`config.mk`:
```
export PLATFORM = sky130hd
export DESIGN_NAME = eep_bb_decoder
export DESIGN_NICKNAME = d
export VERILOG_FILES = /design/src/rtl/eep_bb_pkg.sv /design/src/rtl/eep_bb_hist.sv /design/src/rtl/eep_bb_match.sv /design/src/rtl/eep_bb_store.sv /design/src/rtl/eep_bb_engine.sv /design/src/rtl/eep_bb_decoder.sv
export SDC_FILE = /design/constraint.sdc
export NUM_CORES = 2
export LEC_CHECK = 0
export ABC_AREA = 1
export ABC_CLOCK_PERIOD_IN_PS = 2890
export BUFFER_PORTS_ARGS = -buffer_cell sky130_fd_sc_hd__buf_2
export CORE_MARGIN = 1.5
export CORE_UTILIZATION = 55
export DETAILED_ROUTE_END_ITERATION = 16
export HOLD_SLACK_MARGIN = 0.1
export PLACE_DENSITY = 0.73
export SLEW_MARGIN = 10
export SYNTH_ARGS = -nofsm -noshare
export SYNTH_HDL_FRONTEND = slang
export SYNTH_HIERARCHICAL = 1
export SYNTH_SLANG_ARGS = --single-unit
export TNS_END_PERCENT = 10
```
`constraint.sdc`:
```
create_clock -name clk_i -period 2.89 [get_ports clk_i]
set_input_delay 0.578 -clock clk_i [delete_from_list [all_inputs] [get_ports clk_i]]
set_output_delay 0.578 -clock clk_i [all_outputs]
set_load 0.1 [all_outputs]
```
`src/rtl/eep_bb_pkg.sv`:
```
package eep_bb_pkg;
  localparam int unsigned BYTE_W = 8;
  localparam int unsigned HIST_LEN = 4;
  typedef logic [BYTE_W-1:0] byte_t;

  localparam byte_t LV_IDLE  = 8'h00;
  localparam byte_t LV_DLO   = 8'h20;
  localparam byte_t LV_DHI   = 8'h40;
  localparam byte_t LV_CLKHI = 8'h60;
  localparam byte_t LV_READ  = 8'hE0;
  localparam byte_t LV_CLEAR = 8'h80;
  localparam int unsigned FLAG_BIT = 4;

  typedef enum logic [2:0] {
    CMD_NONE, CMD_CLEAR, CMD_START, CMD_CLOCK, CMD_BIT0, CMD_BIT1
  } cmd_e;
endpackage

```
`src/rtl/eep_bb_hist.sv`:
```
module eep_bb_hist
  import eep_bb_pkg::*;
#(
  parameter int unsigned DEPTH = HIST_LEN
) (
  input  logic                         clk_i,
  input  logic                         rst_ni,
  input  logic                         wr_en_i,
  input  byte_t                        wr_data_i,
  output logic [DEPTH-1:0][BYTE_W-1:0] hist_o   // [0] newest
);
  logic [DEPTH-1:0][BYTE_W-1:0] hist_q;

  for (genvar i = 0; i < DEPTH; i++) begin : g_stage
    always_ff @(posedge clk_i or negedge rst_ni) begin
      if (!rst_ni) hist_q[i] <= '0;
      else if (wr_en_i) begin
        if (i == 0) hist_q[i] <= wr_data_i;
        else        hist_q[i] <= hist_q[(i == 0) ? 0 : i-1];
      end
    end
  end

  assign hist_o = hist_q;
endmodule

```
`src/rtl/eep_bb_match.sv`:
```
module eep_bb_match
  import eep_bb_pkg::*;
(
  input  logic                            wr_en_i,
  input  byte_t                           wr_data_i,
  input  logic [HIST_LEN-1:0][BYTE_W-1:0] hist_i,
  output cmd_e                            cmd_o
);
  logic is_clear, is_start, is_clock, is_bit0, is_bit1, lo_new;

  assign lo_new   = (wr_data_i == LV_IDLE);
  assign is_clear = (wr_data_i == LV_CLEAR);
  assign is_start = lo_new && hist_i[3] == LV_IDLE && hist_i[2] == LV_DHI &&
                    hist_i[1] == LV_CLKHI && hist_i[0] == LV_DLO;
  assign is_clock = (wr_data_i == LV_READ) && hist_i[0] == LV_CLKHI;
  assign is_bit0  = lo_new && hist_i[1] == LV_IDLE && hist_i[0] == LV_DLO;
  assign is_bit1  = lo_new && hist_i[3] == LV_IDLE && hist_i[2] == LV_DHI &&
                    hist_i[1] == LV_CLKHI && hist_i[0] == LV_DHI;

  // priority: clear, start, clock, bit0, bit1
  always_comb begin
    cmd_o = CMD_NONE;
    if (wr_en_i) begin
      if (is_clear)      cmd_o = CMD_CLEAR;
      else if (is_start) cmd_o = CMD_START;
      else if (is_clock) cmd_o = CMD_CLOCK;
      else if (is_bit0)  cmd_o = CMD_BIT0;
      else if (is_bit1)  cmd_o = CMD_BIT1;
    end
  end
endmodule

```
`src/rtl/eep_bb_store.sv`:
```
module eep_bb_store
  import eep_bb_pkg::*;
#(
  parameter int unsigned DEPTH = 128,
  localparam int unsigned AW = $clog2(DEPTH)
) (
  input  logic          clk_i,
  input  logic          rst_ni,
  input  logic          we_i,
  input  logic [AW-1:0] addr_i,
  input  byte_t         wdata_i,
  output byte_t         rdata_o
);
  byte_t mem_q [DEPTH];

  always_ff @(posedge clk_i or negedge rst_ni) begin
    if (!rst_ni) begin
      for (int i = 0; i < DEPTH; i++) mem_q[i] <= '0;
    end else if (we_i) begin
      mem_q[addr_i] <= wdata_i;
    end
  end

  assign rdata_o = mem_q[addr_i];
endmodule

```
`src/rtl/eep_bb_engine.sv`:
```
module eep_bb_engine
  import eep_bb_pkg::*;
#(
  parameter int unsigned AW = 7
) (
  input  logic          clk_i,
  input  logic          rst_ni,
  input  cmd_e          cmd_i,
  input  byte_t         mem_rdata_i,
  output logic [AW-1:0] addr_o,
  output logic          mode_o,     // 0 address phase, 1 data phase
  output byte_t         wbit_o,
  output byte_t         rbit_o,
  output logic          flag_o,
  output logic          mem_we_o,
  output byte_t         mem_wdata_o
);
  logic [AW-1:0] addr_q, addr_n;
  logic          mode_q, mode_n, flag_q, flag_n;
  byte_t         wbit_q, wbit_n, rbit_q, rbit_n, data_q, data_n;
  logic          bit_cmd;

  assign bit_cmd = (cmd_i == CMD_BIT0) || (cmd_i == CMD_BIT1);

  always_comb begin
    addr_n = addr_q;
    mode_n = mode_q;
    flag_n = flag_q;
    wbit_n = wbit_q;
    rbit_n = rbit_q;
    data_n = data_q;
    unique case (cmd_i)
      CMD_CLEAR: begin
        addr_n = '0;
        mode_n = 1'b0;
        wbit_n = '0;
        rbit_n = '0;
      end
      CMD_START: begin
        wbit_n = 8'h01;
        rbit_n = 8'h01;
        data_n = '0;
        mode_n = 1'b0;
      end
      CMD_CLOCK: begin
        if (!mode_q) begin
          mode_n = 1'b1;
          wbit_n = 8'h01;
          rbit_n = 8'h01;
          data_n = '0;
          flag_n = 1'b0;
        end else begin
          data_n = mem_rdata_i;
          flag_n = |(mem_rdata_i & rbit_q);
          rbit_n = rbit_q << 1;
          wbit_n = '0;
        end
      end
      CMD_BIT0, CMD_BIT1: begin
        data_n = (cmd_i == CMD_BIT1) ? (data_q | wbit_q) : (data_q & ~wbit_q);
        if (wbit_q[BYTE_W-1]) begin
          if (!mode_q) addr_n = data_n[AW-1:0];
          wbit_n = '0;
        end else begin
          wbit_n = wbit_q << 1;
        end
        rbit_n = '0;
      end
      default: ;
    endcase
  end

  always_ff @(posedge clk_i or negedge rst_ni) begin
    if (!rst_ni) begin
      addr_q <= '0;
      mode_q <= 1'b0;
      flag_q <= 1'b0;
      wbit_q <= '0;
      rbit_q <= '0;
      data_q <= '0;
    end else begin
      addr_q <= addr_n;
      mode_q <= mode_n;
      flag_q <= flag_n;
      wbit_q <= wbit_n;
      rbit_q <= rbit_n;
      data_q <= data_n;
    end
  end

  assign mem_we_o    = bit_cmd && wbit_q[BYTE_W-1] && mode_q;
  assign mem_wdata_o = data_n;
  assign addr_o      = addr_q;
  assign mode_o      = mode_q;
  assign wbit_o      = wbit_q;
  assign rbit_o      = rbit_q;
  assign flag_o      = flag_q;
endmodule

```
`src/rtl/eep_bb_decoder.sv`:
```
module eep_bb_decoder
  import eep_bb_pkg::*;
#(
  parameter int unsigned DEPTH = 128,
  localparam int unsigned AW = $clog2(DEPTH)
) (
  input  logic       clk_i,
  input  logic       rst_ni,
  input  logic       wr_en_i,
  input  logic [7:0] wr_data_i,
  input  logic [7:0] ext_status_i,
  output logic [7:0] status_o
);
  logic [HIST_LEN-1:0][BYTE_W-1:0] hist;
  cmd_e          cmd;
  logic [AW-1:0] addr_q;
  logic          mode_q, flag_q, mem_we;
  byte_t         wbit_q, rbit_q, mem_rdata, mem_wdata;

  eep_bb_hist #(.DEPTH(HIST_LEN)) u_hist (
    .clk_i, .rst_ni, .wr_en_i, .wr_data_i, .hist_o(hist)
  );

  eep_bb_match u_match (
    .wr_en_i, .wr_data_i, .hist_i(hist), .cmd_o(cmd)
  );

  eep_bb_engine #(.AW(AW)) u_engine (
    .clk_i, .rst_ni, .cmd_i(cmd), .mem_rdata_i(mem_rdata),
    .addr_o(addr_q), .mode_o(mode_q), .wbit_o(wbit_q), .rbit_o(rbit_q),
    .flag_o(flag_q), .mem_we_o(mem_we), .mem_wdata_o(mem_wdata)
  );

  eep_bb_store #(.DEPTH(DEPTH)) u_store (
    .clk_i, .rst_ni, .we_i(mem_we), .addr_i(addr_q),
    .wdata_i(mem_wdata), .rdata_o(mem_rdata)
  );

  assign status_o = ext_status_i | (byte_t'(flag_q) << FLAG_BIT);
endmodule

```
Word level (Yosys, flattened, before mapping)
Index checks and enable logic that the tools add are counted.
{ "totals": {"reg_bits": 1089, "input_bits": 19, "wordCells": 209} }
{ "classes": {"n_lt_le_gt_ge": 2, "eq_ne": 14, "muxes": 25, "bitwise": 6, "n_reduce_logical": 24} }
{ "op_table": {"columns": ["operator", "n"], "rows": [
  ["1024-bit bitwise mux", 1],
  ["8-bit binary-select mux with 7-bit select", 1],
  ["8-bit demux with 7-bit select", 1],
  ["8-bit two-way mux", 7],
  ["8-bit case mux with 3 select lines", 2],
  ["8-bit by 7-bit equality test with 1-bit output, second input constant", 4],
  ["8-bit case mux with 4 select lines", 1],
  ["8-bit zero test", 3],
  ["3-bit two-way mux", 6],
  ["8-bit AND", 2],
  ["8-bit equality test, second input constant", 2],
  ["7-bit two-way mux", 2],
  ["7-bit case mux with 2 select lines", 1],
  ["1-bit logical AND", 11],
  ["8-bit by 6-bit equality test with 1-bit output, second input constant", 1],
  ["8-bit >= comparator, second input constant", 1],
  ["8-bit by 1-bit < comparator with 1-bit output, second input constant", 1],
  ["7-bit NOT with 8-bit output", 1],
  ["8-bit NOT", 1],
  ["8-bit by 5-bit bitwise OR with 8-bit output", 1],
  ["8-bit bitwise OR", 1],
  ["8-bit OR reduction", 1],
  ["3-bit by 2-bit equality test with 1-bit output, second input constant", 2],
  ["3-bit equality test, second input constant", 2],
  ["12 further kinds", 15]
]} }

Logic depth before layout (Yosys ltp)
{ "logic_depth": {"depth_word": 16, "ltp_mapped": 22} }

By module
The synthesis kept the hierarchy.
{ "by_module_without_submodules": {"columns": ["module", "n_inst", "cells_per_inst", "area_per_inst_um2", "seq_area_each_um2"], "rows": [
  ["eep_bb_store", 1, 6673, 48689.2, 25624.6],
  ["eep_bb_engine", 1, 207, 1615.3, 825.8],
  ["eep_bb_hist", 1, 136, 1297.5, 800.8],
  ["eep_bb_match", 1, 88, 370.4, 0.0],
  ["eep_bb_decoder", 1, 10, 63.8, 0.0]
]} }

Worst setup path before layout
No wires, ideal clock.
{ "synth_path": {"path_type": "input to register", "start": "input port wr_data_i[3]", "end": "register u_store/mem_q[909] (netlist bit)", "setup_ps": 133, "t_arrival_ps": 3017, "setup_slack_ps": -260, "stages": 16, "cell_sequence": "nor2_1 > nand2_1 > nor2_1 > nand2_1 > nor2_2 > a21oi_1 > nor2_1 > nand3_1 > nor2_1 > inv_2 > nor3_2 > buf_2 > nand2_1 > clkbuf_1 > nand2_1 > o21ai_0"} }
{ "synth_via": {"elab_chain_len": 15, "word_cells_on_any_way": 28, "classes_between": "eq/ne (6); mux (9); reduce/logical (13)"} }
{ "synth_rtl": {"columns": ["item", "line", "text"], "rows": [
  ["start: declaration", "eep_bb_decoder.sv:10", "input logic [7:0] wr_data_i,"],
  ["8-bit zero test", "eep_bb_match.sv:11", "assign lo_new = (wr_data_i == LV_IDLE);"],
  ["1-bit logical AND (3 in series)", "eep_bb_match.sv:13, eep_bb_match.sv:17", null],
  ["1-bit logical AND", "eep_bb_match.sv:18", "hist_i[1] == LV_CLKHI && hist_i[0] == LV_DHI;"],
  ["3-bit two-way mux", "eep_bb_match.sv:28", "else if (is_bit1) cmd_o = CMD_BIT1;"],
  ["3-bit two-way mux", "eep_bb_match.sv:27", "else if (is_bit0) cmd_o = CMD_BIT0;"],
  ["3-bit two-way mux", "eep_bb_match.sv:26", "else if (is_clock) cmd_o = CMD_CLOCK;"],
  ["3-bit two-way mux", "eep_bb_match.sv:25", "else if (is_start) cmd_o = CMD_START;"],
  ["3-bit two-way mux (*)", "eep_bb_match.sv:24", "if (is_clear) cmd_o = CMD_CLEAR;"],
  ["3-bit two-way mux (*)", "eep_bb_match.sv:23", "if (wr_en_i) begin"],
  ["net cmd[2]", "eep_bb_decoder.sv:15", "cmd_e cmd;"],
  ["3-bit equality test", "eep_bb_engine.sv:23", "assign bit_cmd = (cmd_i == CMD_BIT0) || (cmd_i == CMD_BIT1);"],
  ["1-bit logical OR (*)", "eep_bb_engine.sv:23", null],
  ["1-bit logical AND (*) (2 in series)", "eep_bb_engine.sv:91", "assign mem_we_o = bit_cmd && wbit_q[BYTE_W-1] && mode_q;"],
  ["net mem_we", "eep_bb_decoder.sv:17", "logic mode_q, flag_q, mem_we;"],
  ["end signal: indexed assignment", "eep_bb_store.sv:20", "mem_q[addr_i] <= wdata_i;"],
  ["end: declaration", "eep_bb_store.sv:14", "byte_t mem_q [DEPTH];"]
]} }
Mark *: on every way through the listed nets, which the timed path passes. The rest lies on a longest branch.
A chain may end at the register's enable or synchronous reset.

Worst setup path in the final report
{ "layout_path": {"start": "register u_engine.addr_q[1] (netlist: u_engine/addr_o[1])", "end": "register u_store/mem_q[210] (netlist bit)"} }
{ "layout_via": {"elab_chain_len": 7, "word_cells_on_any_way": 12, "classes_between": "order compare (2); mux (8); bitwise (1); reduce/logical (1)"} }
{ "layout_rtl": {"columns": ["item", "line", "text"], "rows": [
  ["start: declaration", "eep_bb_engine.sv:18", "logic [AW-1:0] addr_q, addr_n;"],
  ["start signal: assignment", "eep_bb_engine.sv:82", "addr_q <= addr_n;"],
  ["7-bit NOT with 8-bit output (not written as such)", "eep_bb_store.sv:24", "assign rdata_o = mem_q[addr_i];"],
  ["8-bit binary-select mux with 7-bit select", "eep_bb_store.sv:24", null],
  ["8-bit two-way mux (not written as such) (2 in series)", "eep_bb_store.sv:24", null],
  ["net mem_rdata[2]", "eep_bb_decoder.sv:18", "byte_t wbit_q, rbit_q, mem_rdata, mem_wdata;"],
  ["8-bit two-way mux", "eep_bb_engine.sv:46", "if (!mode_q) begin"],
  ["8-bit case mux with 3 select lines", "eep_bb_engine.sv:32", "unique case (cmd_i)"],
  ["net mem_wdata[2]", "eep_bb_decoder.sv:18", null],
  ["1024-bit bitwise mux", "eep_bb_store.sv:20", null]
]} }
The timed path passes the listed nets, and every way through them passes these cells. The select of a mux whose other input is x is not followed.

==> reports/metrics.cfg <==
[yosys]
syn-cell-area_mm2=0.0520
yosysTopAreaCellShare_pct=52.4
synth.yosys.seq_area_share_pct=52.4
synth_top_area_cell=dfrtp_1
synth_cell_types=33
netlist_instances=7114
ys_top_cells_by_area=dfrtp_1, nand2_1, o21ai_0
avgSynthCellArea_um2=7.31
synth.ff_latch_count=1089
synth_nets=7133
ys_warn_count=6

[pwr]
clockPowerShare_pct=48.6
power.switching_uw=6710
irDropWorstVdd_mv=0.525
seqPwrFrac_pct=49.3
power.density_mw_per_mm2=507
pwr-share-comb_pct=2.1
power.internal_uw=24400
switching_share_pct=21.6
power.leakage_uw=0.0312

[route]
routedWlPerCell_um=18.4
num_vias=47231
wl_um=159000
ant_nets=0
dr.pass1.iters=8
drc=0
drt_iter0_drc=5239
viasPerCell=5.48

[sta]
worst_pin_slew_ns=0.968
period_minus_slack_ns=3.23
fmax_ghz=0.310
skew_ns=0.0297
rsz0062_at_grt=true
hold_viol_final=0
setup_violations=1023
slew_headroom_pct=35.3
fin_hold_ws_ns=0.180
fin_crit_sh_pct=112
slew_viol_final=0
layout_setup_ws_ns=-0.338

[worst_setup_path]
critical_path.cell_chain=inv_8 -> buf_12 -> buf_16 -> nand2_1 -> nand2_1 -> nand2_1 -> nand2_1 -> nand2_1 -> nand2_1 -> nor2_1 -> nor2_2 -> nor2_1 -> nand2_1 -> nand4_1 -> nand3b_1 -> clkinv_4 -> buf_16 -> o21ai_0
arrival_ns=3.84
end_kind=flop
cp_common_cell=nand2_1
critPathLaunchType=flop
crit_type=reg2reg
crit_fanout=43
critPathRequiredTime_ns=3.50
crit_slowest_cell=dfrtp_4
slowest_delay_ns=0.57

[placed_design]
port_buffers=12
dp_hpwl_um=98200
gp_congestion=1.00
place_ws_ns=-0.347

[floorplanning]
die_w_um=311
core_mm2=0.0935
die_area_mm2=0.0965
ioPinCount=27
die_h_um=311
start_util_pct=55.7
rows=112

[clock_tree]
clk_latency_ns=0.72
cts_buffers=114
clock-root-buffer=clkbuf_16
clock_path_buffers=3
tritoncts=done
clkTransAtPathRegs_ns=0.06
cts.htree.levels=3
cts.sinks=1089

[layout]
final.fill_count=7851
layout.nets=7284
seq_area_mm2=0.0273
area_growth_pct=18.0
multiInputGateArea_mm2=0.0223
drive_above_1_share_pct=11.0

[global_route]
grt_overflow=0
grt_pass1_vias=44745
antenna_found_initial=2
grt_pass1_wl_um=247000
grt_max_degree=94
grt_use_total_pct=32.0

[run_status]
run_status=complete, but fails checks
violations=negative setup slack

[hold_path]
hold_class=in2reg

[run]
cap_viol_max_count=0

==> power groups by stage <==
| stage | Combinational (uW) | Clock [uW] | Sequential [uW] |
|---|---|---|---|
| 2_1_floorplan | 189 | 0 | 15600 |
| 3_3_place_gp | 643 | 0 | 15600 |
| 3_5_place_dp | 651 | 0 | 15600 |
| 4_1_cts | 661 | 15300 | 15400 |
| 5_1_grt | 738 | 15900 | 15400 |
| 6_report | 642 | 15100 | 15400 |
==> flip-flops by register name, summed over array words and instances (netlist names) <==
register         count
u_store/mem_q     1024
u_engine/mode_o      1
u_engine/rbit_o      8
u_hist/hist_o       32
u_engine/wbit_o      8
u_engine/data_q      8
u_engine/addr_o      7
u_engine/flag_o      1
==> critical path, delay by kind of cell, from the launching register on <==
family	cells	cell delay, ns
flip-flops	1	0.57
AND/OR/NAND/NOR	12	1.27
buffers and inverters	5	0.96
AO/OA/AOI/OAI	1	0.20
==> area by class of cell <==
| class | count | share of cell area (%) |
|---|---|---|
| multi-input combinational | 5405 | 36.2 |
| clock buffer | 171 | 5.62 |
| timing repair buffer | 502 | 9.40 |
| inverter | 153 | 1.08 |
| sequential | 1089 | 44.4 |
| clock inverter | 40 | 0.717 |
| antenna | 2 | 0.00815 |
| tap | 1254 | 2.55 |
==> logic make-up (layout without fill, tap and decap cells) <==
family | after synthesis | in the layout | synth area share, %
AND/OR/NAND/NOR | 4318 | 4318 | 32.0
flip-flops | 1089 | 1089 | 52.4
AO/OA/AOI/OAI | 1087 | 1087 | 10.5
other | 0 | 2 | 0
buffers and inverters | 620 | 866 | 5.13
==> Yosys cell counts <==
cell and instances:
a21boi_1 2, a21oi_1 60, buf_1 18, buf_12 1, buf_2 135, buf_4 12, buf_6 11, clkbuf_1 288
clkbuf_8 2, clkinv_1 1, dfrtp_1 1089, inv_1 143, inv_2 8, inv_8 1, nand2_1 3956, nand2_2 19
nand2_4 13, nand3_1 57, nand3b_1 2, nand4_1 5, nor2_1 223, nor2_2 12, nor2_4 5, nor3_1 2
nor3_2 6, nor3_4 1, nor4_4 4, o211ai_1 1, o21ai_0 1009, o21ai_1 14, o21bai_1 1, or2_0 3
or2_2 10
==> through the flow <==
stage | TNS, ns | power [uW] | instances | utilization [%] | instance area [um2]
2_1_floorplan | -1.00 | 15800 | 7114 | - | 52100
3_3_place_gp | -293.14 | 16300 | 8366 | 60.5 | 56600
3_5_place_dp | -258.12 | 16300 | 8366 | 60.5 | 56600
4_1_cts | -93.35 | 31300 | 8587 | 65.0 | 60800
5_1_grt | -366.76 | 32000 | 8616 | 65.7 | 61400
6_report | -223.40 | 31100 | 8616 | 65.7 | 61400
==> layout by cell type, fill, tap and decap left out, types with 3 or more instances in the layout <==
cell type and count:
nand2_1 3946, dfrtp_1 1086, o21ai_0 970, buf_4 333, nor2_1 203, inv_1 135
clkbuf_16 129, buf_12 115, a21oi_1 60, o21ai_1 53, nand3_1 52, clkbuf_8 32
nand2_2 29, nor2_2 28, clkbuf_1 22, clkinv_2 19, buf_16 17, nand2_4 13
buf_2 11, or2_2 10, nor2_4 9, bufinv_16 8, clkinvlp_4 7, buf_6 7
clkinv_4 6, dlygate4sd3_1 5, nand4_1 5, nor3_2 5, inv_4 5, inv_6 4
inv_2 4, nand3_2 4, nor4_4 4, dfrtp_4 3, or2_0 3
==> worst paths after layout <==
path,from,slack (ns),depth (start not counted),endpoint
worst max-delay path,u_engine/addr_o[1]$_DFFE_PN0P_,-0.34,18,u_store/mem_q[210]$_DFFE_PN0P_
worst min-delay path,wr_data_i[2],0.18,4,u_hist/hist_o[2]$_DFFE_PN0P_
worst max register to register,u_engine/addr_o[1]$_DFFE_PN0P_,-0.34,18,u_store/mem_q[210]$_DFFE_PN0P_
worst min register to register,u_store/mem_q[446]$_DFFE_PN0P_,0.47,2,u_store/mem_q[446]$_DFFE_PN0P_
max in group asynchronous,rst_ni,1.44,4,u_store/mem_q[611]$_DFFE_PN0P_
min in group asynchronous,rst_ni,0.45,2,u_store/mem_q[104]$_DFFE_PN0P_
==> per-layer routing <==
layer / GRT usage [%] / vias up / wire [um]
met1: 45.1 / 22447 / 67200
met5: 0 / - / 0
met4: 12.8 / 0 / 6630
met2: 49.7 / 1978 / 71300
li1: - / 22453 / -
met3: 5.17 / 353 / 13500
==> timing repair <==
action | in CTS | in global routing
hold buffers | 5 | 0
hold endpoints to repair | 38 | 0
pin swaps | 0 | 5
endpoints found under the setup margin | 1022 | 1029
gates resized for setup | 32 | 89
cloned | 3 | 13
buffers inserted | 2 | 16
No activity file was read; power rests on OpenSTA's default activity.
